`src/rtl/xgrid_pkg.sv`:
```
package xgrid_pkg;

   // Position of the crossing between a sink wire and a source wire
   function automatic int unsigned xg_index(input int unsigned sink,
                                            input int unsigned src,
                                            input int unsigned nsrc);
      return sink * nsrc + src;
   endfunction

endpackage

```
`src/rtl/xgrid_cfg_chain.sv`:
```
module xgrid_cfg_chain #(
   parameter int unsigned NBITS = 630
) (
   input  logic             clk,
   input  logic             rst_n,
   input  logic             shift_en,
   input  logic             bit_in,
   input  logic             commit,
   output logic [NBITS-1:0] shadow_q,
   output logic [NBITS-1:0] active_q
);

   if (NBITS < 2) begin : g_bad_nbits
      $error("xgrid_cfg_chain: NBITS must be at least 2");
   end

   // shadow store: serial load, new bit enters at index 0
   always_ff @(posedge clk or negedge rst_n) begin
      if (!rst_n) begin
         shadow_q <= '0;
      end else if (shift_en) begin
         shadow_q <= {shadow_q[NBITS-2:0], bit_in};
      end
   end

   // active store: takes the pre-edge shadow value on commit
   always_ff @(posedge clk or negedge rst_n) begin
      if (!rst_n) begin
         active_q <= '0;
      end else if (commit) begin
         active_q <= shadow_q;
      end
   end

endmodule

```
`src/rtl/xgrid_sink_node.sv`:
```
module xgrid_sink_node #(
   parameter int unsigned NSRC = 21
) (
   input  logic [NSRC-1:0] src_w,
   input  logic [NSRC-1:0] closed,
   output logic            sink_w,
   output logic            multi
);

   if (NSRC < 1) begin : g_bad_nsrc
      $error("xgrid_sink_node: NSRC must be at least 1");
   end

   assign sink_w = |(src_w & closed);

   // more than one set bit: clearing the lowest one leaves something
   assign multi = |(closed & (closed - NSRC'(1)));

endmodule

```
`src/rtl/xgrid_fabric.sv`:
```
module xgrid_fabric #(
   parameter int unsigned NUM_LB = 9,
   parameter int unsigned LB_INS = 2,
   parameter int unsigned NUM_IO = 12
) (
   input  logic                       clk,
   input  logic                       rst_n,
   input  logic                       cfg_shift_en,
   input  logic                       cfg_bit,
   input  logic                       cfg_commit,
   input  logic [NUM_LB-1:0]          lb_out,
   input  logic [NUM_IO-1:0]          io_in,
   output logic [NUM_LB*LB_INS-1:0]   lb_in,
   output logic [NUM_IO-1:0]          io_out,
   output logic                       route_conflict
);
   import xgrid_pkg::*;

   localparam int unsigned NSRC  = NUM_LB + NUM_IO;
   localparam int unsigned NLBI  = NUM_LB * LB_INS;
   localparam int unsigned NSINK = NLBI + NUM_IO;
   localparam int unsigned NCFG  = NSRC * NSINK;

   if (NUM_LB < 1 || LB_INS < 1 || NUM_IO < 1) begin : g_bad_dims
      $error("xgrid_fabric: every port count must be at least 1");
   end
   if (NCFG > 4096) begin : g_bad_size
      $error("xgrid_fabric: crossing count exceeds 4096");
   end

   logic [NCFG-1:0]  cfg_shadow;
   logic [NCFG-1:0]  cfg_active;
   logic [NSRC-1:0]  src_bus;
   logic [NSINK-1:0] sink_bus;
   logic [NSINK-1:0] sink_multi;

   assign src_bus = {io_in, lb_out};

   xgrid_cfg_chain #(.NBITS(NCFG)) u_cfg (
      .clk      (clk),
      .rst_n    (rst_n),
      .shift_en (cfg_shift_en),
      .bit_in   (cfg_bit),
      .commit   (cfg_commit),
      .shadow_q (cfg_shadow),
      .active_q (cfg_active)
   );

   for (genvar s = 0; s < NSINK; s++) begin : g_sink
      localparam int unsigned BASE = xg_index(s, 0, NSRC);
      xgrid_sink_node #(.NSRC(NSRC)) u_node (
         .src_w  (src_bus),
         .closed (cfg_active[BASE +: NSRC]),
         .sink_w (sink_bus[s]),
         .multi  (sink_multi[s])
      );
   end

   assign lb_in          = sink_bus[NLBI-1:0];
   assign io_out         = sink_bus[NSINK-1:NLBI];
   assign route_conflict = |sink_multi;

endmodule

```
`config.mk`:
```
export PLATFORM = sky130hd
export DESIGN_NAME = xgrid_fabric
export DESIGN_NICKNAME = d
export VERILOG_FILES = /design/src/rtl/xgrid_pkg.sv /design/src/rtl/xgrid_cfg_chain.sv /design/src/rtl/xgrid_sink_node.sv /design/src/rtl/xgrid_fabric.sv
export SDC_FILE = /design/constraint.sdc
export NUM_CORES = 2
export LEC_CHECK = 0
export BUFFER_PORTS_ARGS = -buffer_cell sky130_fd_sc_hd__buf_4
export CORE_AREA = 2 2 326 328
export DETAILED_ROUTE_END_ITERATION = 8
export DIE_AREA = 0 0 328 330
export PLACE_DENSITY_LB_ADDON = 0.3
export SYNTH_ARGS = -nofsm -noshare
export SYNTH_HDL_FRONTEND = slang
export SYNTH_HIERARCHICAL = 1
export SYNTH_SLANG_ARGS = --single-unit
```
`constraint.sdc`:
```
create_clock -name clk -period 4.4 [get_ports clk]
set_clock_uncertainty 0.1 [all_clocks]
set_input_delay 1.1 -clock clk [delete_from_list [all_inputs] [get_ports clk]]
set_output_delay 1.1 -clock clk [all_outputs]
set_load 0.02 [all_outputs]
```
==> flow_metrics.env <==
export IMPL_relSlewSlack_pct=29.58
export IMPL_clk_transition_reported_paths_ns=0.06
export IMPL_netlist_instances=4110
export IMPL_power_switching_mw=5.840
export IMPL_dp_cells=5488
export IMPL_cp_cell_sequence="nor3_2 -> nand3_2 -> nor4_1 -> a221o_1 -> nand4b_1 -> nor4_2 -> and4_4 -> nand4_1 -> buf_4"
export IMPL_clk_path_buf_depth=3
export IMPL_dr_pass1_iters=7
export IMPL_antenna_cells=0
export IMPL_cp_top_family="simple AND/OR/NAND/NOR gates"
export IMPL_pwr_share_comb_pct=6.2
export IMPL_worstSetupPathType="register to output port"
export IMPL_max_clock_freq_mhz=206.9
export IMPL_first_iter_violations=3573
export IMPL_netlist_area_um2=57260
export IMPL_min_period_over_period_pct=109.9
export IMPL_p_leak_nw=30.56
export IMPL_switching_share_pct=23.23
export IMPL_pin_count=57
export IMPL_crit_slowest_cell="dfrtp_1"
export IMPL_crit_buf_inv=1
export IMPL_drc=0
export IMPL_fillers=8032
export IMPL_grt_pass1_vias=36790
export IMPL_grt_util_all_layers_pct=25.03
export IMPL_start_kind="register"
export IMPL_max_stage_delay_ns=0.44
export IMPL_vdd_drop_max_mv=0.3940
export IMPL_whs_ns=0.1830
export IMPL_vias=36800
export IMPL_cts_sinks=1260
export IMPL_ys_types=31
export IMPL_gp_congestion=0.8704
export IMPL_place_hpwl_um=77630
export IMPL_power_frac_clock_pct=45.8
export IMPL_hp_class="primary input to asynchronous set/reset pin"
export IMPL_rows=119
export IMPL_p_per_area_nw_per_um2=395.4
export IMPL_seqCellArea_um2=31540
export IMPL_rsz0062_at_grt="yes"
export IMPL_start_util_pct=54.70
export IMPL_routed_via_density=6.410
export IMPL_synth_warnings=6
export IMPL_numCtsBuffers=133
export IMPL_clock_latency_ns=0.74
export IMPL_drt_total_wl_um=133800
export IMPL_drv_slew=0
export IMPL_grt_antenna_before_repair=1
export IMPL_layout_drive_gt1_share_pct=42.69
export IMPL_multi_input_area_um2=24200
export IMPL_syn_avg_cell_area_um2=13.93
export IMPL_rrSetupSlack_ns=3.34
export IMPL_hold_buffers=0
export IMPL_grt_overflow_total=0
export IMPL_intPower_mw=19.30
export IMPL_port_buffers=56
export IMPL_fin_nets=4273
export IMPL_htree_levels=4
export IMPL_grt_pass1_wl_um=213000
export IMPL_grt_max_degree=154
export IMPL_p_total_mw=25.14
export IMPL_final_common_cell="mux2_2"
export IMPL_yosys_register_bits=1260
export IMPL_drtAntennaViolNets=0
export IMPL_seq_area_frac_synth_pct=55.07
export IMPL_end_kind="output port"
export IMPL_drv_cap=0
export IMPL_syn_to_final_growth_pct=11.03
export IMPL_layout_common_cells="1260 x mux2_2, 1249 x dfrtp_1, 240 x a22oi_1"
export IMPL_violations="setup timing"
export IMPL_die_x_um=328
export IMPL_die_area_um2=108200
export IMPL_fin_ws_ns=-0.4343
export IMPL_cp_max_fo=5
export IMPL_wl_per_cell_um=23.30
export IMPL_core_area_um2=104700
export IMPL_period_minus_slack_ns=4.834
export IMPL_outcome="finished, violations left"
export IMPL_required_ns=3.20
export IMPL_stdcell_count=5741
export IMPL_die_h_um=330
export IMPL_cp_data_arrival_time_ns=3.63
export IMPL_power_frac_seq_pct=48.0
export IMPL_syn_nets=4136
export IMPL_ctsRootBufferMaster="clkbuf_16"
export IMPL_setup_viol=1
export IMPL_worstMarginPinSlew_ns=1.056
export IMPL_hold_viol_final=0
export IMPL_cts_tree="built"
-- area by class of cell --
type	count	share of cell area, %
clock buffers	187	6.178
clock inverters	51	0.9584
inverters	30	0.1771
multi-input cells	2680	38.07
flip-flops and latches	1260	49.62
well taps	1391	2.738
repair buffers	142	2.263
-- metrics by stage --
step | utilization (%) | worst slack, ns | cell area [um^2] | setup TNS [ns]
after floorplan | - | 1.099 | 57260 | 0
after global placement | 56.11 | -0.2120 | 58730 | -0.2120
after detailed placement | 56.11 | -0.2883 | 58730 | -0.2883
after CTS | 60.64 | -0.4460 | 63470 | -0.4460
after global routing | 60.74 | -0.5205 | 63580 | -0.5205
final | 60.74 | -0.4343 | 63580 | -0.4343
-- path summary, 6_finish.rpt --
| check | start | to | depth (start not counted) |
|---|---|---|---|
| max in group asynchronous | rst_n | u_cfg/shadow_q[474]$_DFFE_PN0P_ | 2 |
| worst max-delay path | u_cfg/active_q[341]$_DFFE_PN0P_ | route_conflict | 9 |
| min in group clk | u_cfg/shadow_q[629]$_DFFE_PN0P_ | u_cfg/active_q[629]$_DFFE_PN0P_ | 1 |
| worst max register to register | u_cfg/active_q[573]$_DFFE_PN0P_ | u_cfg/active_q[573]$_DFFE_PN0P_ | 2 |
| worst min register to register | u_cfg/shadow_q[629]$_DFFE_PN0P_ | u_cfg/active_q[629]$_DFFE_PN0P_ | 1 |
| worst min-delay path | rst_n | u_cfg/active_q[610]$_DFFE_PN0P_ | 1 |
-- layer usage --
metal  up-vias  wire (um)  track usage [%]
met5         -         13                0
met4         2       4019            8.157
met3       278      10940            5.249
met2      1306      61100            38.84
met1     19010      57700            35.38
li1      16200          -                -
-- cell families after synthesis --
kind of cell	share of synthesized area (%)
mux	24.78
fa+ha+maj	0.5244
flops	55.07
simple gates	7.530
buf+inv	2.989
compound gates	9.112
-- power groups by stage --
stage | Combinational, mW | Sequential [mW] | Clock, mW
2_1_floorplan | 0.916 | 12.2 | 0
3_3_place_gp | 1.52 | 12.3 | 0
3_5_place_dp | 1.55 | 12.3 | 0
4_1_cts | 1.57 | 12.1 | 11.7
5_1_grt | 1.68 | 12.1 | 12.2
6_report | 1.57 | 12.1 | 11.5
-- worst reg2reg max path, cell delays in order, from the launching register on --
cell and delay [ns]:
dfrtp_2 0.43, buf_4 0.16, mux2_2 0.26
-- flip-flops by register name, indices dropped and copies added, names as in the netlist --
name	count
u_cfg/shadow_q	630
u_cfg/active_q	630
-- Yosys cell counts --
library cell / n / area share, %
maj3_1: 30 / 0.52
a222oi_1: 60 / 1.0
a31oi_1: 30 / 0.33
nand3_2: 30 / 0.52
clkbuf_8: 24 / 0.58
nand4b_1: 30 / 0.46
a22oi_1: 240 / 3.1
buf_2: 6 / 0.052
mux2_2: 1260 / 25
nand2_1: 60 / 0.39
inv_1: 30 / 0.20
a21oi_1: 60 / 0.52
nor2_1: 150 / 0.98
nand4_1: 31 / 0.34
nor4_1: 66 / 0.72
o211ai_1: 90 / 1.2
and4_1: 1 / 0.015
buf_6: 110 / 2.2
a22o_1: 30 / 0.46
a221oi_1: 30 / 0.46
a221o_1: 30 / 0.52
nor3_1: 90 / 0.79
or4_1: 1 / 0.013
nor3_2: 91 / 1.6
or2_2: 30 / 0.33
or3_1: 30 / 0.33
and4_2: 30 / 0.52
nand3_1: 60 / 0.52
dfrtp_1: 1260 / 55
o21ai_0: 90 / 0.79
a211oi_2: 30 / 0.66
-- timing repair --
item                                    CTS  global route
pin swaps                                18            10
resized for setup                        27            17
buffers inserted                         11             4
endpoints found under the setup margin    1             1
Power figures use the tool's default switching activity.
